--- src/rtl/nfc_regbank.sv ---
module nfc_regbank #(
  parameter int DATA_W  = 32,
  parameter int ADDR_W  = 3,
  parameter int TIM_W   = 27,
  parameter logic [15:0] KEY = 16'hA25E,
  parameter logic [7:0]  CMD_SRST = 8'hFF,
  parameter logic [TIM_W-1:0] TIM_RST = '0
) (
  input  logic              clk,
  input  logic              rst_n,
  input  logic              bus_valid,
  output logic              bus_ready,
  input  logic              bus_write,
  input  logic [ADDR_W-1:0] bus_addr,
  input  logic [DATA_W-1:0] bus_wdata,
  output logic              rsp_valid,
  output logic [DATA_W-1:0] rsp_rdata,
  input  logic [5:0]        evt_in,
  input  logic              lv_dec_fail,
  input  logic [1:0]        lv_err_cnt,
  input  logic              lv_err_det,
  input  logic              lv_ecc_rdy,
  input  logic              lv_ctrl_rdy,
  input  logic              lv_nand_rdy,
  output logic [3:0]        cfg_o,
  output logic [TIM_W-1:0]  timing_o,
  output logic              irq,
  output logic              soft_reset
);
  localparam logic [ADDR_W-1:0] A_CMD  = ADDR_W'(0);
  localparam logic [ADDR_W-1:0] A_LOCK = ADDR_W'(1);
  localparam logic [ADDR_W-1:0] A_CFG  = ADDR_W'(2);
  localparam logic [ADDR_W-1:0] A_TIM  = ADDR_W'(3);
  localparam logic [ADDR_W-1:0] A_MASK = ADDR_W'(4);
  localparam logic [ADDR_W-1:0] A_STAT = ADDR_W'(5);
  localparam logic [ADDR_W-1:0] A_LIVE = ADDR_W'(6);

  logic       unlocked;
  logic [5:0] mask, stat;
  logic [DATA_W-1:0] rd_mux;

  wire wr      = bus_valid &  bus_write;
  wire rd      = bus_valid & ~bus_write;
  wire key_ok  = wr && bus_addr == A_LOCK && bus_wdata[15:0] == KEY;
  wire cmd_rst = wr && bus_addr == A_CMD && bus_wdata[7:0] == CMD_SRST;
  wire stat_rd = rd && bus_addr == A_STAT;

  assign bus_ready = 1'b1;
  assign irq = |(stat & mask);

  always_comb begin
    case (bus_addr)
      A_LOCK:  rd_mux = DATA_W'(unlocked);
      A_CFG:   rd_mux = DATA_W'(cfg_o);
      A_TIM:   rd_mux = DATA_W'(timing_o);
      A_MASK:  rd_mux = DATA_W'(mask);
      A_STAT:  rd_mux = DATA_W'(stat);
      A_LIVE:  rd_mux = DATA_W'({lv_dec_fail, lv_err_cnt, lv_err_det,
                                 lv_ecc_rdy, lv_ctrl_rdy, lv_nand_rdy});
      default: rd_mux = '0;
    endcase
  end

  always_ff @(posedge clk or negedge rst_n) begin
    if (!rst_n) begin
      unlocked   <= 1'b0;
      cfg_o      <= '0;
      timing_o   <= TIM_RST;
      mask       <= '0;
      stat       <= '0;
      soft_reset <= 1'b0;
      rsp_valid  <= 1'b0;
      rsp_rdata  <= '0;
    end else begin
      soft_reset <= cmd_rst;
      rsp_valid  <= rd;
      if (rd) rsp_rdata <= rd_mux;
      stat <= ((cmd_rst || stat_rd) ? 6'b0 : stat) | evt_in;
      if (cmd_rst) begin
        unlocked <= 1'b0;
        cfg_o    <= '0;
        timing_o <= TIM_RST;
        mask     <= '0;
      end else if (wr) begin
        unlocked <= key_ok;
        if (unlocked && bus_addr == A_CFG) cfg_o    <= bus_wdata[3:0];
        if (unlocked && bus_addr == A_TIM) timing_o <= bus_wdata[TIM_W-1:0];
        if (bus_addr == A_MASK)            mask     <= bus_wdata[5:0];
      end
    end
  end
endmodule


--- config.mk ---
export PLATFORM = sky130hd
export DESIGN_NAME = nfc_regbank
export DESIGN_NICKNAME = d
export VERILOG_FILES = /design/src/rtl/nfc_regbank.sv
export SDC_FILE = /design/constraint.sdc
export NUM_CORES = 1
export LEC_CHECK = 0
export BUFFER_PORTS_ARGS = -buffer_cell sky130_fd_sc_hd__buf_2
export CAP_MARGIN = 20
export CORE_ASPECT_RATIO = 1.4
export CORE_MARGIN = 4
export CORE_UTILIZATION = 34
export CTS_BUF_LIST = sky130_fd_sc_hd__clkbuf_8
export DETAILED_ROUTE_END_ITERATION = 7
export PLACE_DENSITY = 0.69
export SYNTH_ARGS = -nofsm -noshare
export SYNTH_HDL_FRONTEND = slang
export SYNTH_SLANG_ARGS = --single-unit
export TNS_END_PERCENT = 50
--- constraint.sdc ---
create_clock -name clk -period 1.4 [get_ports clk]
set_input_delay 0.21 -clock clk [delete_from_list [all_inputs] [get_ports clk]]
set_output_delay 0.21 -clock clk [all_outputs]
set_load 0.05 [all_outputs]
# Yosys cells after proc, flatten, opt, wreduce, memory -nomap -nowiden
# Index checks and enable logic that the tools add are counted.
# totals
latch_bits,0
mem_count,0
rom_bits,0
word_cells,51
ramBits,0
in_bits,52
ff_bits,78
# classes
n_eq_ne,8
mux,13
multipliers,0
n_lt_le_gt_ge,0
n_reduce_logical,17
addsub,0
div_mod_pow,0
n_shift,0
n_bitwise,5
# op_table
op,n
27-bit case mux with 6 select lines,1
27-bit 2-to-1 mux,3
6-bit 2-to-1 mux,4
"16-bit equality test, second input constant",1
4-bit 2-to-1 mux,3
"3-bit equality test, second input constant",3
"8-bit equality test, second input constant",1
2-bit nonzero test,4
1-bit logical AND,7
6-bit bitwise AND,1
"3-bit by 2-bit equality test with 1-bit output, second input constant",2
6-bit bitwise OR,1
2-bit AND reduction,3
6-bit OR reduction,1
"3-bit by 1-bit equality test with 1-bit output, second input constant",1
3-bit zero test,1
1-bit bitwise AND,2
1-bit 2-to-1 mux,2
1-bit logical OR,1
1-bit NOT,1

# Depth between registers and ports, before layout
# depth
word_depth,6
mapped_depth,7
ltp_nobuf,4

# Worst setup path after synthesis
# OpenSTA, ideal clock, no wires.
# synth_timing
path_type,reg-to-reg
startpoint,register timing_o[1]
endpoint,register rsp_rdata[1]
t_required_ns,1.279
t_arrival_ns,1.211
slack_ns,0.068
stages_incl_launch_ff,5
period_less_slack_ns,1.332
cell_sequence,dfrtp_1 -> mux2i_1 -> o22ai_1 -> a41o_1 -> a22o_1
# synth_between
elab_chain_cells,1
# synth_lines
item,line,text
"start, declared",26,"output logic [TIM_W-1:0] timing_o,"
"start signal, assigned",87,if (unlocked && bus_addr == A_TIM) timing_o <= bus_wdata[TIM_W-1:0];
27-bit case mux with 6 select lines,52,case (bus_addr)
"end signal, assigned",77,if (rd) rsp_rdata <= rd_mux;
"end, declared",17,"output logic [DATA_W-1:0] rsp_rdata,"
# Every way passes these cells.
# A chain may end at the register's enable or synchronous reset.

# Worst setup path after layout
# layout_timing
startpoint,register stat[2]
endpoint,output irq
# layout_between
elab_chain_cells,2
# layout_lines
item,line,text
"start, declared",39,"logic [5:0] mask, stat;"
"start signal, assigned",78,stat <= ((cmd_rst || stat_rd) ? 6'b0 : stat) | evt_in;
6-bit bitwise AND,49,assign irq = |(stat & mask);
6-bit OR reduction,49,
"end, declared",27,"output logic irq,"
# Every way passes these cells.

==> qor.tcl <==
set qor(post_drt_wl_per_cell_um) 16.9
set qor(synth_async_sr_flop_share_pct) 100
set qor(worstPathMaxFanout) 2
set qor(detailed_place.area_mm2) 0.00405
set qor(clk_pin_slew_worst_paths_ps) 80
set qor(power.share.combinational_pct) 13.5
set qor(post_route_cells_drive_above_1_share_pct) 40.9
set qor(swShare_pct) 26.4
set qor(die_x_um) 90.5
set qor(grtUsageMet2_pct) 27.2
set qor(utilization_pct) 47.3
set qor(yosysTopAreaCell) {sky130_fd_sc_hd__dfrtp_1}
set qor(fp-row-count) 41
set qor(synth_largest_type_area_fraction_pct) 56.4
set qor(sequential_cell_area_mm2) 0.00183
set qor(wire_length_of_the_first_global_routing_pass_um) 14100
set qor(share_seq_of_total_power_pct) 50.5
set qor(crit_buf_inv) 1
set qor(path_delay_family) {flip-flops}
set qor(slowest_stage_delay_on_critical_path_ps) 400
set qor(setup_total_negative_slack_ps) -45.7
set qor(grt_setup_unrepaired) {true}
set qor(timing.hold.worst.class) {in2reg}
set qor(max-clock-path-buffers) 2
set qor(clock_insertion_delay_worst_skew_ps) 350
set qor(grt_most_used_layer) {met2}
set qor(synth.ff_latch_count) 73
set qor(netlist_area_mm2) 0.00324
set qor(synth-edff-count) 0
set qor(clkPwrFrac_pct) 36.1
set qor(area.growth.synth_to_final_pct) 34.2
set qor(synth.avg_cell_area_um2) 11.9
set qor(synth_cells) 273
set qor(clock.fmax_mhz) 692
set qor(clk_root_buffer_cell) {sky130_fd_sc_hd__clkbuf_8}
set qor(clock_tree.htree_level_count) 3
set qor(place.port_buffers) 107
set qor(largest_net_degree_at_the_start_of_global_routing) 60
set qor(final_max_slew_viol_count) 0
set qor(groute.layer.met3.usage_pct) 3.23
set qor(period_share_pct) 103
set qor(top_level_pins) 119
set qor(count_leader_synth) {sky130_fd_sc_hd__dfrtp_1}
set qor(dp_hpwl_um) 6540
set qor(synth.cells.most_frequent) {sky130_fd_sc_hd__dfrtp_1 (73), sky130_fd_sc_hd__mux2i_1 (47), sky130_fd_sc_hd__nor2_1 (39)}
set qor(power_report.internal_total_mw) 3.25
set qor(violations) {negative setup slack}
set qor(detail-route-antenna-nets) 0
set qor(number_of_antenna_violations_at_the_first_check_in_global_routing) 0
set qor(tritoncts_clock_tree) {done}
set qor(global_route.usage.met1_pct) 19.8
set qor(setup.worst_path.start_class) {register}
set qor(drc_errors) 0
set qor(multi_input_area_mm2) 0.00130
set qor(final_design_area_no_fill_mm2) 0.00434
set qor(critical_path.slowest_cell) {sky130_fd_sc_hd__dfrtp_1}
set qor(post-route-worst-setup-slack_ps) -45.7
set qor(detail_route.iter0.violations) 78
set qor(worstPathArrival_ps) 1240
set qor(result_of_the_run) {complete, but fails checks}
set qor(num_vias) 2604
set qor(timing.setup.critical_path_class) {reg2out}
set qor(numClockSinks) 73
set qor(detail_route.vias_per_cell) 5.01
set qor(finish.net_count) 462
set qor(post_synth_main_area_contributors) {sky130_fd_sc_hd__dfrtp_1 (56%), sky130_fd_sc_hd__mux2i_1 (15%), sky130_fd_sc_hd__a22o_1 (6.5%)}
set qor(max_cap_viol_count) 0
set qor(static_power_due_to_leakage_nw) 2.32
set qor(seq_area_frac_synth_pct) 56.4
set qor(grt_pass1_vias) 2717
set qor(cts_buffers) 9
set qor(cp_cell_sequence) {a22oi_2 > nand3_2 > buf_8}
set qor(initial_core_utilization_pct) 35.3
set qor(synth_top_flop_cell) {sky130_fd_sc_hd__dfrtp_1}
set qor(min_period_ps) 1450
set qor(grt_use_total_pct) 16.2
set qor(fillCellCount) 891
set qor(totalWireLength_um) 8760
set qor(fp.dieH_um) 123
set qor(place.gp.congestion) 0.837
set qor(final_number_of_setup_violating_endpoints) 1
set qor(drt_pre_antenna_iters) 4
set qor(number_of_endpoints_with_negative_hold_slack_in_the_final_report) 0
set qor(design.die.area_mm2) 0.0112
set qor(max-vdd-ir-drop_mv) 0.558
set qor(yosysWarnings) 0
set qor(skew_ps) 8.68
set qor(required_ps) 1190
set qor(p_per_area_mw_per_mm2) 1020
set qor(critPathCaptureType) {output pin}
set qor(net-switching-power_mw) 1.16
set qor(global_route_overflow) 0
set qor(synth_cell_types) 33
set qor(diodes) 0
set qor(core_region_area_mm2) 0.00918
## state kept, by name, summed over array words and instances, names as in the netlist
register,count
cfg_o,4
mask,6
stat,6
timing_o,27
rsp_valid,1
soft_reset,1
unlocked,1
rsp_rdata,27
## cells in the final DEF, fill, tap and decap left out, types with 2 or more instances in the layout
cell type                    n
sky130_fd_sc_hd__nor3_1      2
sky130_fd_sc_hd__nand4b_1    3
sky130_fd_sc_hd__dfrtp_1    73
sky130_fd_sc_hd__nand2_1     9
sky130_fd_sc_hd__clkbuf_8   10
sky130_fd_sc_hd__nand2b_1    2
sky130_fd_sc_hd__a22oi_2     3
sky130_fd_sc_hd__a22o_1     24
sky130_fd_sc_hd__o22ai_1     4
sky130_fd_sc_hd__buf_12      3
sky130_fd_sc_hd__nor3_4      2
sky130_fd_sc_hd__nand3_1     7
sky130_fd_sc_hd__buf_6       5
sky130_fd_sc_hd__buf_2     107
sky130_fd_sc_hd__buf_4      29
sky130_fd_sc_hd__o211ai_1    2
sky130_fd_sc_hd__a21o_1      6
sky130_fd_sc_hd__nor2_1     39
sky130_fd_sc_hd__nor4b_1     2
sky130_fd_sc_hd__o21ai_0     5
sky130_fd_sc_hd__clkinv_2    3
sky130_fd_sc_hd__conb_1      6
sky130_fd_sc_hd__nor2b_1     2
sky130_fd_sc_hd__inv_1       2
sky130_fd_sc_hd__a41o_1      2
sky130_fd_sc_hd__mux2i_1    47
## worst paths after layout
| kind | from | end | slack [ps] | cells past startpoint |
|---|---|---|---|---|
| worst max register to register | unlocked | timing_o[8] | 70 | 6 |
| worst min register to register | rsp_rdata[0] | rsp_rdata[0] | 460 | 2 |
| worst max-delay path | stat[2] | irq | -50 | 3 |
| min in group asynchronous | rst_n | rsp_rdata[9] | 260 | 2 |
| max in group asynchronous | rst_n | timing_o[23] | 560 | 3 |
| worst min-delay path | evt_in[2] | stat[2] | 30 | 2 |
## worst register-to-register path: cells and delay by family, from the launching register on
kind,cells,cell delay (ps)
DFF,1,370
buffers and inverters,2,370
muxes,1,210
and+or+nand+nor,3,260
## kinds of logic after synthesis
| logic type | share of synthesized area (%) |
|---|---|
| other | 0.232 |
| AO/OA/AOI/OAI | 12.0 |
| flip-flops | 56.4 |
| buffers and inverters | 5.25 |
| AND/OR/NAND/NOR | 11.6 |
| multiplexers | 14.5 |
## power groups by stage
stage	registers [mW]	logic [mW]	clock network [mW]
2_1_floorplan	2.32	0.243	0
3_3_place_gp	2.26	0.549	0
3_5_place_dp	2.26	0.559	0
4_1_cts	2.22	0.596	1.65
5_1_grt	2.23	0.650	1.75
6_report	2.23	0.594	1.59
## cell type report
class | instances | area share, %
Sequential cell | 73 | 42.1
Clock inverter | 4 | 1.04
Multi-Input combinational cell | 178 | 29.9
Timing Repair Buffer | 146 | 20.6
Tap cell | 107 | 3.08
Clock buffer | 10 | 3.17
Inverter | 2 | 0.173
## metrics by stage
step                      cells  worst slack [ps]  total power, mW  hold slack (ps)
after floorplan             277              67.9             2.57            -85.6
after global placement      497             -82.1             2.81             75.6
after detailed placement    497              -105             2.82             82.9
after CTS                   514             -59.7             4.48             16.0
after global routing        520             -95.5             4.63             25.9
final                       520             -45.7             4.41             33.4
## layer usage
| metal | up-vias | wire length [um] |
|---|---|---|
| li1 | 1236 | - |
| met1 | 1281 | 3830 |
| met2 | 77 | 4420 |
| met3 | 10 | 372 |
| met4 | 0 | 142 |
| met5 | - | 0 |
## timing repair
| item | CTS | global route |
|---|---|---|
| hold buffers | 1 | 0 |
| pin swaps | 2 | 2 |
| hold endpoints to repair | 14 | 0 |
| gates resized for setup | 6 | 7 |
| gates cloned | 0 | 2 |
| endpoints found under the setup margin | 2 | 27 |
| setup buffers | 2 | 4 |
No activity file was read; power rests on OpenSTA's default activity.
